## src/rtl/strap_pkg.sv

```systemverilog
package strap_pkg;

  localparam int FS_W  = 3;
  localparam int FCT_W = 2;

  typedef struct packed {
    logic [FS_W-1:0]  fs;
    logic [FCT_W-1:0] fct;
    logic             req;
  } strap_t;

  localparam int STRAP_W = $bits(strap_t);

  localparam strap_t STRAP_DEFAULT = '{fs: 3'b101, fct: 2'b00, req: 1'b0};

  typedef enum logic [1:0] {
    RATE_100 = 2'd0,
    RATE_133 = 2'd1,
    RATE_166 = 2'd2,
    RATE_200 = 2'd3
  } cpu_rate_e;

  typedef enum logic [1:0] {
    PA_DOT96 = 2'd0,
    PA_CLK27 = 2'd1,
    PA_OFF   = 2'd2
  } pair_a_e;

  function automatic cpu_rate_e rate_of(input logic [FS_W-1:0] code);
    case (code)
      3'b001:  return RATE_133;
      3'b011:  return RATE_166;
      3'b010:  return RATE_200;
      default: return RATE_100;
    endcase
  endfunction

  function automatic pair_a_e pair_a_of(input logic [FCT_W-1:0] code);
    case (code)
      2'b01:   return PA_CLK27;
      2'b11:   return PA_OFF;
      default: return PA_DOT96;
    endcase
  endfunction

endpackage

```

## src/rtl/strap_sync.sv

```systemverilog
module strap_sync #(
  parameter int             W       = 1,
  parameter int             STAGES  = 2,
  parameter logic [W-1:0]   RST_VAL = '0
) (
  input  logic         clk,
  input  logic         rst,
  input  logic [W-1:0] d,
  output logic [W-1:0] q
);

  logic [W-1:0] stg [STAGES];

  always_ff @(posedge clk) begin
    if (rst) stg[0] <= RST_VAL;
    else     stg[0] <= d;
  end

  for (genvar i = 1; i < STAGES; i++) begin : g_stage
    always_ff @(posedge clk) begin
      if (rst) stg[i] <= RST_VAL;
      else     stg[i] <= stg[i-1];
    end
  end

  assign q = stg[STAGES-1];

endmodule

```

## src/rtl/strap_capture.sv

```systemverilog
module strap_capture
  import strap_pkg::*;
(
  input  logic   clk,
  input  logic   rst,
  input  logic   pg_n_s,
  input  logic   test_s,
  input  strap_t straps_s,
  output strap_t latched,
  output logic   captured
);

  logic take;

  // a capture is allowed once, or on every cycle while test mode re-opens it
  assign take = !pg_n_s && (!captured || test_s);

  always_ff @(posedge clk) begin
    if (rst) begin
      latched  <= STRAP_DEFAULT;
      captured <= 1'b0;
    end else if (take) begin
      latched  <= straps_s;
      captured <= 1'b1;
    end
  end

  p_idle_r9: assert property (@(posedge clk) disable iff (rst)
    pg_n_s |=> $stable(latched));

  p_hold_r3: assert property (@(posedge clk) disable iff (rst)
    (captured && !test_s) |=> $stable(latched));

endmodule

```

## src/rtl/strap_decode.sv

```systemverilog
module strap_decode
  import strap_pkg::*;
(
  input  logic      clk,
  input  logic      rst,
  input  strap_t    lat,
  input  logic      captured,
  output cpu_rate_e rate,
  output pair_a_e   pair_a,
  output logic      pair_b_src,
  output logic      src9_en,
  output logic      configured
);

  always_ff @(posedge clk) begin
    if (rst) begin
      rate       <= RATE_100;
      pair_a     <= PA_DOT96;
      pair_b_src <= 1'b0;
      src9_en    <= 1'b0;
      configured <= 1'b0;
    end else begin
      rate       <= rate_of(lat.fs);
      pair_a     <= pair_a_of(lat.fct);
      pair_b_src <= (lat.fct != 2'b00);
      src9_en    <= lat.req;
      configured <= captured;
    end
  end

  p_rate200_r5: assert property (@(posedge clk) disable iff (rst)
    (lat.fs == 3'b010) |=> (rate == RATE_200));

  p_off_r6: assert property (@(posedge clk) disable iff (rst)
    (lat.fct == 2'b11) |=> (pair_a == PA_OFF));

  p_cfg_sticky_r10: assert property (@(posedge clk) disable iff (rst)
    configured |=> configured);

endmodule

```

## src/rtl/pwrgd_strap_latch.sv

```systemverilog
module pwrgd_strap_latch
  import strap_pkg::*;
#(
  parameter int SYNC_STAGES = 2
) (
  input  logic             clk,
  input  logic             rst,
  input  logic             pwrgd_n,
  input  logic             test_mode,
  input  logic [FS_W-1:0]  fs_strap,
  input  logic [FCT_W-1:0] fct_strap,
  input  logic             req_strap,
  output logic [FS_W-1:0]  lat_fs,
  output logic [FCT_W-1:0] lat_fct,
  output logic             lat_req,
  output logic [1:0]       cpu_rate,
  output logic [1:0]       pair_a_sel,
  output logic             pair_b_src,
  output logic             src9_en,
  output logic             configured
);

  localparam int SYNC_W = STRAP_W + 2;
  localparam logic [SYNC_W-1:0] SYNC_RST = {1'b0, 1'b1, STRAP_DEFAULT};

  logic [SYNC_W-1:0] sync_d, sync_q;
  strap_t            straps_s, latched;
  logic              pg_n_s, test_s, captured;
  cpu_rate_e         rate;
  pair_a_e           pair_a;

  assign sync_d = {test_mode, pwrgd_n, fs_strap, fct_strap, req_strap};

  strap_sync #(
    .W       (SYNC_W),
    .STAGES  (SYNC_STAGES),
    .RST_VAL (SYNC_RST)
  ) u_sync (
    .clk (clk),
    .rst (rst),
    .d   (sync_d),
    .q   (sync_q)
  );

  assign test_s   = sync_q[SYNC_W-1];
  assign pg_n_s   = sync_q[SYNC_W-2];
  assign straps_s = strap_t'(sync_q[STRAP_W-1:0]);

  strap_capture u_cap (
    .clk      (clk),
    .rst      (rst),
    .pg_n_s   (pg_n_s),
    .test_s   (test_s),
    .straps_s (straps_s),
    .latched  (latched),
    .captured (captured)
  );

  strap_decode u_dec (
    .clk        (clk),
    .rst        (rst),
    .lat        (latched),
    .captured   (captured),
    .rate       (rate),
    .pair_a     (pair_a),
    .pair_b_src (pair_b_src),
    .src9_en    (src9_en),
    .configured (configured)
  );

  assign lat_fs     = latched.fs;
  assign lat_fct    = latched.fct;
  assign lat_req    = latched.req;
  assign cpu_rate   = rate;
  assign pair_a_sel = pair_a;

endmodule

```

## config.mk

```make
export PLATFORM = sky130hd
export DESIGN_NAME = pwrgd_strap_latch
export DESIGN_NICKNAME = d
export VERILOG_FILES = /design/src/rtl/strap_pkg.sv /design/src/rtl/strap_sync.sv /design/src/rtl/strap_capture.sv /design/src/rtl/strap_decode.sv /design/src/rtl/pwrgd_strap_latch.sv
export SDC_FILE = /design/constraint.sdc
export NUM_CORES = 1
export LEC_CHECK = 0
export ABC_AREA = 1
export BUFFER_PORTS_ARGS = -buffer_cell sky130_fd_sc_hd__clkbuf_2
export CAP_MARGIN = 20
export CORE_AREA = 3 3 48 50
export CTS_CLUSTER_SIZE = 14
export DETAILED_ROUTE_END_ITERATION = 8
export DIE_AREA = 0 0 51 53
export GPL_TIMING_DRIVEN = 0
export PLACE_DENSITY_LB_ADDON = 0.15
export SLEW_MARGIN = 20
export SYNTH_ARGS = -nofsm -noshare
export SYNTH_HDL_FRONTEND = slang
export SYNTH_SLANG_ARGS = --single-unit
```

## constraint.sdc

```tcl
create_clock -name clk -period 1.3 [get_ports clk]
set_clock_uncertainty 0.2 [all_clocks]
set_input_delay 0.13 -clock clk [delete_from_list [all_inputs] [get_ports clk]]
set_output_delay 0.13 -clock clk [all_outputs]
set_load 0.1 [all_outputs]
```

==> impl_metrics.toml, run 1 <==
[worst_setup_path]
cp-start-kind = "flop"
crit_slowest_cell = "dfxtp_2"
required_ps = 970
endpoint_kind = "output port"
cp_cell_sequence = "clkbuf_8"
max_stage_delay_ps = 360
crit_arrival_ps = 910
crit_path_max_fanout = 3
worstPathBufferInverterCount = 1
crit_family = "flip-flops"
crit_start = "u_cap.latched[1]$_SDFFE_PP0P_"
critPathKind = "flop to output port"
r2r_start = "u_cap.captured$_SDFFE_PP0P_"

[placement]
gp_congestion = 0.779
io_buffers = 22
place.detailed.hpwl_um = 963

[synth]
synth.largest_area_cell = "dfxtp_1"
synth-seq-cells = 30
postSynthCellCount = 105
syn_area_per_cell_sq_um = 8.87
synth.cell_area_sq_um = 931
ys_seq_area_share_pct = 64.5
synth-async-reset-ratio_pct = 0
yosysWarnings = 0
synth_ff_type = "dfxtp_1"
synth_area_leaders = "dfxtp_1 (65%), inv_1 (8.1%), nand2_1 (7.7%)"
synth_commonest_cells = "dfxtp_1 (30), inv_1 (20), nand2_1 (19)"
post-synth-top-count-cell = "dfxtp_1"
synth_top_area_share_pct = 64.5
synth.distinct_cells = 13
synth_nets = 115
synth_edf_count = 0

[drt]
first_iter_violations = 7
postRouteAntennaNets = 0
routed_via_density = 4.15
drc = 0
drt-pass1-iter-count = 2
vias = 709
wl_per_cell_um = 8.84
routed_wirelength_mm = 1.51

[clock_tree]
cts_tree = "built"
postCtsSetupBuffers = 0
htreeDepth = 2
clkSlewWorstSetupHoldPaths_ps = 90
cts_buffers = 5
clock_path_buffers = 2
clk_latency_ps = 320
clock_sinks = 30
cts_root_buf = "clkbuf_4"

[grt]
groute.usage.overall_pct = 14.2
grt.overflow.total = 0
grt_max_degree = 11
grt_pass1_wl_mm = 2.60
antenna_found_initial = 0
grt_pass1_vias = 671

[sta]
final_hold_viol_count = 0
period_minus_slack_ps = 1240
finalMaxSlewViolations = 0
slew_headroom_pct = 88.3
worst_slew_pin_slew_ps = 176
post-route-period-util_pct = 95.6
max_freq_mhz = 805
grt_setup_unrepaired = "no"
setup_violations = 0
setup_tns_ps = 0

[power_and_ir_drop]
power_mw = 1.91
p_clk_share_pct = 34.9
switchingPower_mw = 0.486
share_comb_of_total_power_pct = 13.8
seqPwrFrac_pct = 51.4
power_switching_share_pct = 25.5
power_density_nw_per_um2 = 1380
p_leak_nw = 0.681
internal-power_mw = 1.42
peakVddDrop_mv = 0.787

[layout]
n_antenna_cell = 0
synthToLayoutAreaGrowth_pct = 48.4
n_fill_cell = 166
fin_nets = 153
layout-drive-gt1-share_pct = 28.5

[flow_run]
maxCapViolCount = 0

[min_path]
hold_path_class = "flop to flop"
min_from = "u_sync.stg[0][0]$_SDFF_PP0_"

[floorplanning]
placeableCoreArea_sq_um = 1940
rows = 16
die_width_um = 51
dieArea_sq_um = 2700
die_h_um = 53
start_util_pct = 47.9
num_io_pins = 23

[status]
outcome = "complete, no violations"
[routing by layer]
| metal | GRT usage (%) | vias up | wire length [um] |
|---|---|---|---|
| met5 | 0 | - | 0 |
| met4 | 12.1 | 0 | 27 |
| met3 | 6.76 | 3 | 86 |
| met2 | 24.7 | 21 | 814 |
| met1 | 12.0 | 304 | 582 |
| li1 | - | 381 | - |
[metrics by stage]
step                utilization, %  cells  instance area (sq um)  hold slack [ps]  setup WS [ps]
CTS                           70.9    171                   1380              204           11.3
global placement              55.7    154                   1080              106            163
detailed placement            55.7    154                   1080              110            162
global route                  71.1    171                   1380              225           11.3
floorplan                        -    105                    938             27.1           61.0
finish                        71.1    171                   1380              202           57.4
[logic make-up after synthesis]
family                 count (synthesis)  share of synthesized area, %
flip-flops                            30                          64.5
AO/OA/AOI/OAI                          4                          2.15
AND/OR/NAND/NOR                       49                          24.2
buffers and inverters                 22                          9.14
[path summary, 6_finish.rpt]
check,slack [ps],end,cells past startpoint
setup / recovery,60,lat_fct[0],1
hold / removal,200,u_sync.stg[1][0]$_SDFF_PP0_,2
setup reg to reg,220,u_cap.latched[1]$_SDFFE_PP0P_,5
hold reg to reg,200,u_sync.stg[1][0]$_SDFF_PP0_,2
[registers in the layout, summed over array words and instances, names as in the netlist]
register,count
u_sync.stg,16
u_cap.latched,6
u_dec.pair_a,2
u_dec.rate,2
u_cap.captured,1
u_dec.configured,1
u_dec.pair_b_src,1
u_dec.src9_en,1
[area by class of cell]
class	instances	area (sq um)	area share [%]
buffer	2	10.0	0.725
clock buffer	8	78.8	5.71
inverter	20	75.1	5.43
multi-input combinational	53	245	17.8
sequential	30	611	44.2
tap	27	33.8	2.45
timing repair buffer	31	328	23.7
[placed cells by master, fill, tap and decap left out]
| cell | instances |
|---|---|
| dfxtp_1 | 24 |
| inv_1 | 20 |
| nand2_1 | 19 |
| nor2_1 | 17 |
| clkbuf_8 | 13 |
| dlygate4sd3_1 | 9 |
| clkbuf_2 | 9 |
| or2_1 | 6 |
| clkbuf_4 | 5 |
| dfxtp_2 | 5 |
| a21oi_1 | 3 |
| nand3b_1 | 3 |
| buf_2 | 2 |
| buf_8 | 2 |
| or2_2 | 1 |
| nand2_2 | 1 |
| nand3_1 | 1 |
| o21ai_0 | 1 |
| nor3b_2 | 1 |
| clkbuf_16 | 1 |
| dfxtp_4 | 1 |
[what timing repair did]
action	4_1_cts	5_1_grt
setup endpoints to repair	13	3
hold buffers	9	0
cloned	0	0
endpoints found under the hold margin	14	0
gates resized for setup	27	3
[power groups by stage]
stage | clock network (mW) | logic, mW | registers (mW)
finish | 0.665 | 0.263 | 0.980
global route | 0.738 | 0.281 | 0.986
CTS | 0.698 | 0.263 | 0.981
detailed placement | 0 | 0.212 | 1.00
global placement | 0 | 0.210 | 0.998
floorplan | 0 | 0.0553 | 1.12
[worst min-delay path, cell delays in order (launching register included)]
cell and delay [ps]:
dfxtp_1 310, inv_1 40, nor2_1 30
Note: power is estimated with default switching activity, not from simulation.
==> inputs of run 2 (changes only) <==
ABC_AREA = default   (was 1)
PLACE_DENSITY = 0.71   (was default)
PLACE_DENSITY_LB_ADDON = default   (was 0.15)
==> impl_metrics.toml, run 2 <==
[status]
outcome = "complete, no violations"

[drt]
first_iter_violations = 0
routed_via_density = 4.12
postRouteAntennaNets = 0
drt-pass1-iter-count = 1
drc = 0
vias = 614
wl_per_cell_um = 9.50
routed_wirelength_mm = 1.42

[worst_setup_path]
crit_path_max_fanout = 10
crit_start = "rst"
ff2ff_setup_slack_ps = 60
endpoint_kind = "flop"
r2r_start = "u_sync.stg[1][7]$_SDFF_PP0_"
crit_path_end = "u_sync.stg[1][6]$_SDFF_PP1_"
cp-start-kind = "primary input"
reg2reg_depth = 3
timing.rr.end = "u_cap.latched[0]$_SDFFE_PP0P_"
crit_arrival_ps = 1290
required_ps = 1310
critPathKind = "primary input to flop"

[layout]
fin_nets = 131
largest_reg_flops = 16
layout_common_cells = "dfxtp_1 (24), nor2b_1 (12), clkbuf_8 (10)"
n_antenna_cell = 0
n_fill_cell = 151
layout-drive-gt1-share_pct = 41.0
post-route-util_pct = 69.6
regMostFlops = "u_sync.stg"
design_area_sq_um = 1350
layout_commonest_cell = "dfxtp_1"
synthToLayoutAreaGrowth_pct = 47.3
top_regs = "u_sync.stg x16, u_cap.latched x6"

[floorplanning]
die_width_um = 51
rows = 16
die_h_um = 53
start_util_pct = 47.2
dieArea_sq_um = 2700
placeableCoreArea_sq_um = 1940
num_io_pins = 23

[synth]
yosys.area_share.xor_xnor_pct = 0.955
synth-seq-cells = 30
synth.largest_area_cell = "dfxtp_1"
ys_seq_area_share_pct = 65.5
synth_commonest_cells = "dfxtp_1 (30), nor2b_1 (12), nor2_1 (9)"
synth_edf_count = 0
synth.distinct_cells = 15
yosysWarnings = 0
synth_area_leaders = "dfxtp_1 (65%), nor2b_1 (8.2%), mux2i_1 (5.5%)"
synth-compound-area-share_pct = 2.32
muxShareOfSynthArea_pct = 7.09
synth_top_area_share_pct = 65.5
synth_ff_type = "dfxtp_1"
synth-adder-area-share_pct = 0
synth.cell_area_sq_um = 917
synth_top_family_by_area = "simple AND/OR/NAND/NOR gates"
yosys.area_share.simple_pct = 21.3
postSynthCellCount = 80
post-synth-top-count-cell = "dfxtp_1"
synth_nets = 90
synth-async-reset-ratio_pct = 0
syn_area_per_cell_sq_um = 11.5

[flow_run]
maxCapViolCount = 0

[grt]
grt_pass1_wl_mm = 2.51
grt_max_degree = 11
globalRouteMet2Util_pct = 23.6
grt_pass1_vias = 638
groute.usage.overall_pct = 13.9
grtUsageMet3_pct = 6.76
grt_busiest_layer = "met2"
grt.overflow.total = 0
grt_use_met1_pct = 12.0
antenna_found_initial = 0

[clock_tree]
cts_root_buf = "clkbuf_4"
cts_buffers = 5
clock_sinks = 30
htreeDepth = 2
clkSlewWorstSetupHoldPaths_ps = 80
clk_latency_ps = 320
cts_tree = "built"
clock_path_buffers = 2

[sta]
max_freq_mhz = 783
setup_tns_ps = 0
final_hold_viol_count = 0
post-route-period-util_pct = 98.3
finalMaxSlewViolations = 0
hold_slack_ps = 215
setup_violations = 0
slew_headroom_pct = 81.7
period_minus_slack_ps = 1280
grt_setup_unrepaired = "no"
worst_slew_pin_slew_ps = 277

[power_and_ir_drop]
power_density_nw_per_um2 = 1220
p_leak_nw = 0.569
power_mw = 1.64
peakVddDrop_mv = 0.910

[placement]
place_area_sq_um = 1070
io_buffers = 22
place.detailed.hpwl_um = 885
gp_congestion = 0.678

[min_path]
min_from = "u_sync.stg[0][5]$_SDFF_PP1_"
hold_path_class = "flop to flop"
==> run 2: kinds of logic (layout without fill, tap and decap cells) <==
logic type / after synthesis / after routing
AOI/OAI and AO/OA: 2 / 2
DFF: 30 / 30
and+or+nand+nor: 35 / 35
muxes: 6 / 6
buffers and inverters: 6 / 48
xor gates and xnor gates: 1 / 1
==> run 2: report_power, final <==
| part | switching [mW] | internal (mW) |
|---|---|---|
| clock network | 0.290 | 0.262 |
| logic | 0.0649 | 0.0681 |
| registers | 0.0101 | 0.947 |
| total | 0.365 | 1.28 |
==> run 2: how the worst min path moves through the flow <==
stage	endpoint	depth (start not counted)	slack, ps
finish	u_sync.stg[1][5]$_SDFF_PP1_	1	210
global placement	u_sync.stg[0][3]$_SDFF_PP1_	2	110
detailed placement	u_sync.stg[0][5]$_SDFF_PP1_	2	120
floorplan	u_dec.src9_en$_SDFF_PP0_	1	10
CTS	u_sync.stg[1][5]$_SDFF_PP1_	1	210
global route	u_sync.stg[1][5]$_SDFF_PP1_	1	240
==> run 2: repair_timing <==
item | CTS | global route
setup buffers | 0 | 3
pin swaps | 0 | 1
gates resized for setup | 24 | 6
hold buffers | 9 | 0
hold endpoints to repair | 10 | 0
endpoints found under the setup margin | 13 | 6
==> run 2: final cells by class <==
type                       instances  area, sq um  share of cell area, %
clock inverter                     1         5.00                  0.370
buffer                             3         17.5                   1.30
inverter                           3         11.3                  0.833
tap                               27         33.8                   2.50
timing repair buffer              34          330                   24.4
sequential                        30          608                   45.0
clock buffer                       7         55.1                   4.07
multi-input combinational         44          290                   21.5
==> run 2: metrics by stage <==
stage | instances | setup WS [ps]
final | 149 | 22.1
after global routing | 149 | 0.309
after CTS | 146 | 0.172
after detailed placement | 129 | 17.0
after global placement | 129 | 16.9
after floorplan | 80 | 45.2
==> run 2: worst max-delay path: stages <==
cell and delay [ps]:
dlygate4sd3_1 540, clkbuf_2 130, clkbuf_4 180, or2_2 310
==> run 2: metal layers <==
metal | up-vias | routed length (um)
met5 | - | 0
li1 | 328 | -
met4 | 0 | 37
met3 | 5 | 96
met2 | 22 | 682
met1 | 259 | 598
